[src/rtl/sspc_pkg.sv]
// Shared encodings for the shadow stack page access checker.
// Assumes a 3-bit access kind field and a 3-bit fault code field.
package sspc_pkg;

    localparam int KIND_W  = 3;
    localparam int FAULT_W = 3;

    typedef enum logic [KIND_W-1:0] {
        KIND_STORE    = 3'd0,
        KIND_PUSHPOP  = 3'd1,
        KIND_SH_CALL  = 3'd2,
        KIND_SH_RET   = 3'd3,
        KIND_SH_WRITE = 3'd4
    } acc_kind_e;

    typedef enum logic [FAULT_W-1:0] {
        FLT_NONE      = 3'd0,
        FLT_ABSENT    = 3'd1,
        FLT_ON_SHADOW = 3'd2,
        FLT_PRIV      = 3'd3,
        FLT_OFF_SHAD  = 3'd4,
        FLT_READONLY  = 3'd5,
        FLT_BAD_KIND  = 3'd6
    } fault_e;

    typedef struct packed {
        logic present;
        logic writable;
        logic shadow;
    } page_class_t;

endpackage

[src/rtl/sspc_page_classify.sv]
// Page classifier: turns raw attribute bits into a page class.
// A page is shadow stack only when present, read-only and dirty.
// Assumes the attribute bits are stable for the cycle they are sampled.
module sspc_page_classify
    import sspc_pkg::*;
(
    input  logic        present_i,
    input  logic        writable_i,
    input  logic        dirty_i,
    output page_class_t class_o
);

    // Combine the attribute bits into the class record.
    always_comb begin
        class_o.present  = present_i;
        class_o.writable = writable_i;
        class_o.shadow   = present_i & ~writable_i & dirty_i;
    end

endmodule

[src/rtl/sspc_rule_eval.sv]
// Rule evaluator: decides the verdict for one access from its kind,
// privilege and page class. The priority order is: not-present, then
// undefined kind, then the rule for that kind.
// Assumes privilege level SUPER_LVL is the only level allowed to use
// the explicit shadow write.
module sspc_rule_eval
    import sspc_pkg::*;
#(
    parameter int PRIV_W    = 2,
    parameter int SUPER_LVL = 0
) (
    input  logic [KIND_W-1:0] kind_i,
    input  logic [PRIV_W-1:0] priv_i,
    input  page_class_t       class_i,
    output logic              allow_o,
    output fault_e            fault_o
);

    localparam logic [PRIV_W-1:0] SUPER = PRIV_W'(SUPER_LVL);

    fault_e code;

    // Pick the fault code by priority, then the kind-specific rule.
    always_comb begin
        code = FLT_NONE;
        if (!class_i.present) begin
            code = FLT_ABSENT;
        end else begin
            case (kind_i)
                KIND_STORE, KIND_PUSHPOP: begin
                    if (class_i.shadow)         code = FLT_ON_SHADOW;
                    else if (!class_i.writable) code = FLT_READONLY;
                end
                KIND_SH_CALL, KIND_SH_RET: begin
                    if (!class_i.shadow) code = FLT_OFF_SHAD;
                end
                KIND_SH_WRITE: begin
                    if (priv_i != SUPER)     code = FLT_PRIV;
                    else if (!class_i.shadow) code = FLT_OFF_SHAD;
                end
                default: code = FLT_BAD_KIND;
            endcase
        end
    end

    // The access passes only when no rule raised a fault.
    always_comb begin
        fault_o = code;
        allow_o = (code == FLT_NONE);
    end

endmodule

[src/rtl/sspc_out_reg.sv]
// Output register: captures the verdict on a valid strobe and clears
// it on idle cycles and on synchronous active-low reset.
// Assumes the verdict inputs are settled before the rising edge.
module sspc_out_reg
    import sspc_pkg::*;
(
    input  logic   clk,
    input  logic   rst_n,
    input  logic   valid_i,
    input  logic   allow_i,
    input  fault_e fault_i,
    output logic   allow_q,
    output fault_e fault_q
);

    // Register the verdict; idle and reset edges leave a clear result.
    always_ff @(posedge clk) begin
        if (!rst_n || !valid_i) begin
            allow_q <= 1'b0;
            fault_q <= FLT_NONE;
        end else begin
            allow_q <= allow_i;
            fault_q <= fault_i;
        end
    end

    // an idle edge leaves both outputs clear.
    p_idle_clear_r10: assert property (@(posedge clk) disable iff (!rst_n)
        !valid_i |=> (!allow_q && fault_q == FLT_NONE));

    // the output pair never shows allow with a fault code.
    p_allow_excl_r11: assert property (@(posedge clk) disable iff (!rst_n)
        valid_i |=> (allow_q == (fault_q == FLT_NONE)));

endmodule

[src/rtl/shadow_access_check.sv]
// Top level: classifies the page of each access, applies the access
// rules and registers the verdict one cycle after the strobe.
// Assumes one request per valid cycle, with no back-pressure.
module shadow_access_check
    import sspc_pkg::*;
#(
    parameter int PRIV_W    = 2,
    parameter int SUPER_LVL = 0
) (
    input  logic                clk,
    input  logic                rst_n,
    input  logic                acc_valid,
    input  logic [KIND_W-1:0]   acc_kind,
    input  logic [PRIV_W-1:0]   acc_priv,
    input  logic                pg_present,
    input  logic                pg_writable,
    input  logic                pg_dirty,
    output logic                chk_allow,
    output logic [FAULT_W-1:0]  chk_fault
);

    page_class_t pg_class;
    logic        nxt_allow;
    fault_e      nxt_fault;
    fault_e      q_fault;

    sspc_page_classify u_class (
        .present_i  (pg_present),
        .writable_i (pg_writable),
        .dirty_i    (pg_dirty),
        .class_o    (pg_class)
    );

    sspc_rule_eval #(
        .PRIV_W    (PRIV_W),
        .SUPER_LVL (SUPER_LVL)
    ) u_rule (
        .kind_i  (acc_kind),
        .priv_i  (acc_priv),
        .class_i (pg_class),
        .allow_o (nxt_allow),
        .fault_o (nxt_fault)
    );

    sspc_out_reg u_oreg (
        .clk     (clk),
        .rst_n   (rst_n),
        .valid_i (acc_valid),
        .allow_i (nxt_allow),
        .fault_i (nxt_fault),
        .allow_q (chk_allow),
        .fault_q (q_fault)
    );

    // Present the registered fault code as a plain vector.
    always_comb chk_fault = q_fault;

    // a missing page reports the not-present code on the next cycle.
    p_absent_first_r2: assert property (@(posedge clk) disable iff (!rst_n)
        (acc_valid && !pg_present) |=> (!chk_allow && chk_fault == FLT_ABSENT));

    // ordinary traffic onto a read-only dirty page is refused.
    p_plain_on_shadow_r3: assert property (@(posedge clk) disable iff (!rst_n)
        (acc_valid && pg_present && !pg_writable && pg_dirty &&
         (acc_kind == KIND_STORE || acc_kind == KIND_PUSHPOP))
        |=> (!chk_allow && chk_fault == FLT_ON_SHADOW));

    // call/return shadow traffic onto a shadow page passes.
    p_shadow_pass_r5: assert property (@(posedge clk) disable iff (!rst_n)
        (acc_valid && pg_present && !pg_writable && pg_dirty &&
         (acc_kind == KIND_SH_CALL || acc_kind == KIND_SH_RET))
        |=> chk_allow);

    // explicit shadow writes above the privileged level are refused.
    p_priv_write_r7: assert property (@(posedge clk) disable iff (!rst_n)
        (acc_valid && pg_present && acc_kind == KIND_SH_WRITE &&
         acc_priv != PRIV_W'(SUPER_LVL))
        |=> (!chk_allow && chk_fault == FLT_PRIV));

    // shadow traffic onto a writable page is refused.
    p_shadow_off_r6: assert property (@(posedge clk) disable iff (!rst_n)
        (acc_valid && pg_present && pg_writable &&
         (acc_kind == KIND_SH_CALL || acc_kind == KIND_SH_RET))
        |=> (chk_fault == FLT_OFF_SHAD));

endmodule

[config.mk]
export PLATFORM = sky130hd
export DESIGN_NAME = shadow_access_check
export DESIGN_NICKNAME = d
export VERILOG_FILES = /design/src/rtl/sspc_pkg.sv /design/src/rtl/sspc_page_classify.sv /design/src/rtl/sspc_rule_eval.sv /design/src/rtl/sspc_out_reg.sv /design/src/rtl/shadow_access_check.sv
export SDC_FILE = /design/constraint.sdc
export NUM_CORES = 1
export LEC_CHECK = 0
export ABC_CLOCK_PERIOD_IN_PS = 1050
export BUFFER_PORTS_ARGS = -buffer_cell sky130_fd_sc_hd__buf_2
export CORE_AREA = 2 2 39 41
export DETAILED_ROUTE_END_ITERATION = 7
export DIE_AREA = 0 0 41 43
export GPL_TIMING_DRIVEN = 0
export PLACE_DENSITY_LB_ADDON = 0.3
export SKIP_LAST_GASP = 1
export SYNTH_ARGS = -nofsm -noshare
export SYNTH_HDL_FRONTEND = slang
export SYNTH_SLANG_ARGS = --single-unit
[constraint.sdc]
create_clock -name clk -period 1.05 [get_ports clk]
set_clock_uncertainty 0.15 [all_clocks]
set_input_delay 0.105 -clock clk [delete_from_list [all_inputs] [get_ports clk]]
set_output_delay 0.105 -clock clk [all_outputs]
set_load 0.01 [all_outputs]
Word-level counts from Yosys, hierarchy flattened
Index checks and enable logic that the tools add are counted.
{"block": "op_classes", "n_eq_ne": 4, "mux": 6, "bitwise_logic": 3, "reduce_logical": 8}
{"operator": "3-bit 2-to-1 mux", "n": 5}
{"operator": "3-bit case mux with 3 select lines", "n": 1}
{"operator": "3-bit by 2-bit equality test with 1-bit output, second input constant", "n": 2}
{"operator": "3-bit logical NOT", "n": 2}
{"operator": "2-bit OR reduction", "n": 2}
{"operator": "3-bit by 1-bit equality test with 1-bit output, second input constant", "n": 1}
{"operator": "3-bit equality test, second input constant", "n": 1}
{"operator": "1-bit AND", "n": 2}
{"operator": "1-bit logical NOT", "n": 2}
{"operator": "2-bit nonzero test", "n": 1}
{"operator": "1-bit logical OR", "n": 1}
{"operator": "1-bit inverter", "n": 1}
{"block": "totals", "regBits": 4, "inputBits": 11, "out_inout_bits": 4, "wordCells": 23}

Longest topological paths before layout
{"block": "logic_depth", "word_depth": 8, "mapped_depth": 3, "depth_no_buf": 3}

Cells and area by module
Synthesis repeated with hierarchy kept, for this count alone.
{"block": "unflattened", "hier_cells": 25, "hier_area_um2": 226.5}
{"module": "sspc_out_reg", "n_inst": 1, "cells_each": 8, "area_per_inst_um2": 105.1, "seq_area_each_um2": 80.1}
{"module": "sspc_rule_eval", "n_inst": 1, "cells_each": 14, "area_per_inst_um2": 97.6, "seq_area_each_um2": 0.0}
{"module": "sspc_page_classify", "n_inst": 1, "cells_each": 3, "area_per_inst_um2": 23.8, "seq_area_each_um2": 0.0}

Worst setup path before layout
OpenSTA, ideal clock, no wires.
{"block": "synth_path", "path_type": "input -> register", "startpoint": "input port acc_kind[1]", "endpoint": "register u_oreg.fault_q[2]", "setup_time_ns": 0.116, "arrival_ns": 0.848, "setup_slack_ns": -0.064, "stages": 3, "n_path_buf": 0, "cell_sequence": "or3b_1 > o2111ai_2 > and3b_1"}
{"block": "synth_between", "elab_chain_len": 4, "word_cells_on_any_way": 9}
{"element": "from (decl)", "line": "shadow_access_check.sv:13", "rtl": "input logic [KIND_W-1:0] acc_kind,"}
{"element": "3-bit by 2-bit equality test with 1-bit output, or another cell as far along", "line": "sspc_rule_eval.sv:29", "rtl": "case (kind_i)"}
{"element": "2-bit OR reduction", "line": "sspc_rule_eval.sv:29"}
{"element": "3-bit case mux with 3 select lines *", "line": "sspc_rule_eval.sv:29"}
{"element": "3-bit 2-to-1 mux *", "line": "sspc_rule_eval.sv:26", "rtl": "if (!class_i.present) begin"}
{"element": "to (signal assigned)", "line": "sspc_out_reg.sv:23", "rtl": "fault_q <= fault_i;"}
{"element": "to (decl)", "line": "sspc_out_reg.sv:13", "rtl": "output fault_e fault_q"}
Mark *: on every way between the ends. The rest lies on a longest branch, timed or not.
A chain may end at the register's enable or synchronous reset.

Worst setup path in the final report
{"block": "layout_path", "startpoint": "input port acc_kind[0]", "endpoint": "register u_oreg.fault_q[2]"}
Same word-level chain as after synthesis.

==> impl_metrics.yaml <==
sta:
  rsz0062_at_grt: "true"
  worst_slack_ns: 0.0266
  slew_headroom_pct: 81.2
  maxClockFrequency_mhz: 977
  finalCriticalPeriod_ns: 1.02
  fin_crit_sh_pct: 97.5
  hold_viol: 0
  finalSetupViolations: 0
  worst_slew_pin_slew_ns: 0.280
  holdWs_ns: 0.00339
  drv_slew: 0
placement:
  dpl_cell_area_sq_um: 287
  place_ws_ns: -0.243
  place.gp.congestion: 0.682
  placement.io_buffers: 14
power:
  switchingPower_uw: 90.7
  leakagePower_nw: 0.171
  ir_drop_v: 0.000292
  seq_power_share_pct: 38.1
  pwr-share-clk_pct: 44.6
  p_per_area_nw_per_um2: 1200
  power.internal_uw: 326
  p_sw_share_pct: 21.8
  combPwrFrac_pct: 17.3
global_routing:
  first_global_vias: 223
  busiest_layer: "met2"
  met1_usage_pct: 7.40
  grt_pass1_wl_um: 807
  met3_usage_pct: 5.24
  antenna_found_initial: 0
  grtUsageMet2_pct: 9.38
  grt_usage_pct: 7.23
  grt_max_degree: 6
  grt_remaining_overflow: 0
final_layout:
  layout_commonest_cell: "buf_2"
  regArea_sq_um: 80.1
  fin_area_sq_um: 347
  nFillCells: 154
  final_util_pct: 25.0
  nNetsFinal: 54
  final_cell_mix: "buf_2, dfxtp_1, nor2_1, nand2_1, clkbuf_4"
  drive_above_1_share_pct: 46.3
  syn_to_final_growth_pct: 76.4
  diodes: 0
  multi_input_area_sq_um: 119
worst_setup_path:
  end_kind: "register"
  start_kind: "input pin"
  critical_path_peak_fanout: 3
  cp_data_required_time_ns: 1.02
  cp-startpoint: "acc_kind[0]"
  arrival_ns: 1.00
  critPathKind: "input pin to register"
  crit_end: "u_oreg.fault_q[2]"
yosys:
  synth_seq_cells: 4
  yosys_warnings: 0
  syn_inst: 22
  synth_fp_nets: 33
  avgSynthCellArea_sq_um: 8.93
  synth_seq_area_share_pct: 40.8
  synth_area_sq_um: 196
  yosysUniqueCellTypes: 13
detailed_routing:
  first_pass_iters: 1
  drc: 0
  drt_iter0_markers: 0
  vias: 234
  ant_nets: 0
  vias_per_cell: 4.11
  drt_wl_total_um: 501
  wl_per_cell_um: 8.79
die:
  ios: 15
  placeableCoreArea_sq_um: 1380
  rows: 14
  fp.dieH_um: 43
  start_util_pct: 14.2
  die-area_sq_um: 1760
  die_x_um: 41
clock_tree:
  cts_tree: "yes"
  path_clk_slew_ns: 0.04
  cts_buffers: 3
  cts-root-buf: "clkbuf_4"
  cts.sinks: 4
  clock_path_buffers: 2
  postCtsSetupRepairBufs: 0
  ctsHtreeMaxLevel: 1
hold_path:
  holdCritPathClass: "input pin to register"
flow_run:
  maxCapViolCount: 0
status:
  status: "completed"
critical path, stage by stage:
cell,delay (ns)
buf_6,0.09
or3b_4,0.39
o2111ai_2,0.21
and3b_1,0.20
per-stage QoR:
| stage | total power, mW | cells | setup TNS [ns] |
|---|---|---|---|
| 6_report | 0.417 | 57 | 0 |
| 5_1_grt | 0.445 | 57 | -0.0102 |
| 4_1_cts | 0.422 | 57 | 0 |
| 3_5_place_dp | 0.220 | 52 | -0.670 |
| 3_3_place_gp | 0.220 | 52 | -0.670 |
| 2_1_floorplan | 0.184 | 22 | -0.0640 |
metal layers:
layer / up-vias / share of wire [%]
li1: 123 / -
met1: 97 / 45
met2: 14 / 42
met3: 0 / 13
met4: 0 / 0
met5: - / 0
flip-flops by register name, indices dropped and copies added (netlist names):
| name | count |
|---|---|
| u_oreg.allow_q | 1 |
| u_oreg.fault_q | 3 |
synthesized netlist by cell type (all sizes together):
| cell | number | area share [%] |
|---|---|---|
| o2111ai | 1 | 7.6 |
| and3b | 1 | 4.5 |
| nor4 | 1 | 3.2 |
| a211oi | 1 | 3.8 |
| and3 | 1 | 3.2 |
| o22ai | 1 | 3.2 |
| nand2 | 3 | 5.7 |
| o21ai | 2 | 5.1 |
| dfxtp | 4 | 41 |
| or3b | 2 | 8.9 |
| nor2 | 3 | 5.7 |
| o211a | 1 | 5.1 |
| or3 | 1 | 3.2 |
worst min path at each step:
stage          cells past startpoint      start  slack [ns]                end
2_1_floorplan                      1      rst_n        0.09  u_oreg.fault_q[0]
3_3_place_gp                       2  acc_valid        0.23  u_oreg.fault_q[1]
5_1_grt                            3      rst_n        0.02     u_oreg.allow_q
4_1_cts                            3      rst_n       0.002     u_oreg.allow_q
3_5_place_dp                       2      rst_n        0.23  u_oreg.fault_q[0]
6_report                           2      rst_n       0.003  u_oreg.fault_q[1]
power by group through the flow:
stage	clock network, mW	logic [mW]	registers (mW)
2_1_floorplan	0	0.0202	0.164
3_3_place_gp	0	0.0590	0.161
3_5_place_dp	0	0.0588	0.161
4_1_cts	0.199	0.0645	0.159
5_1_grt	0.207	0.0793	0.159
6_report	0.186	0.0721	0.159
layout make-up:
class	count	share of cell area [%]
Multi-Input combinational cell	18	34.3
Timing Repair Buffer	16	30.3
Sequential cell	4	23.1
Clock buffer	3	6.50
Tap cell	16	5.78
repair_timing:
item,in CTS,in global routing
hold endpoints to repair,2,0
resized for setup,0,5
endpoints found under the setup margin,0,1
hold buffers,2,0
logic make-up after synthesis:
family,after synthesis,synth area share [%]
flops,4,40.8
simple gates,12,34.4
compound gates,6,24.8
Power figures use the tool's default switching activity.
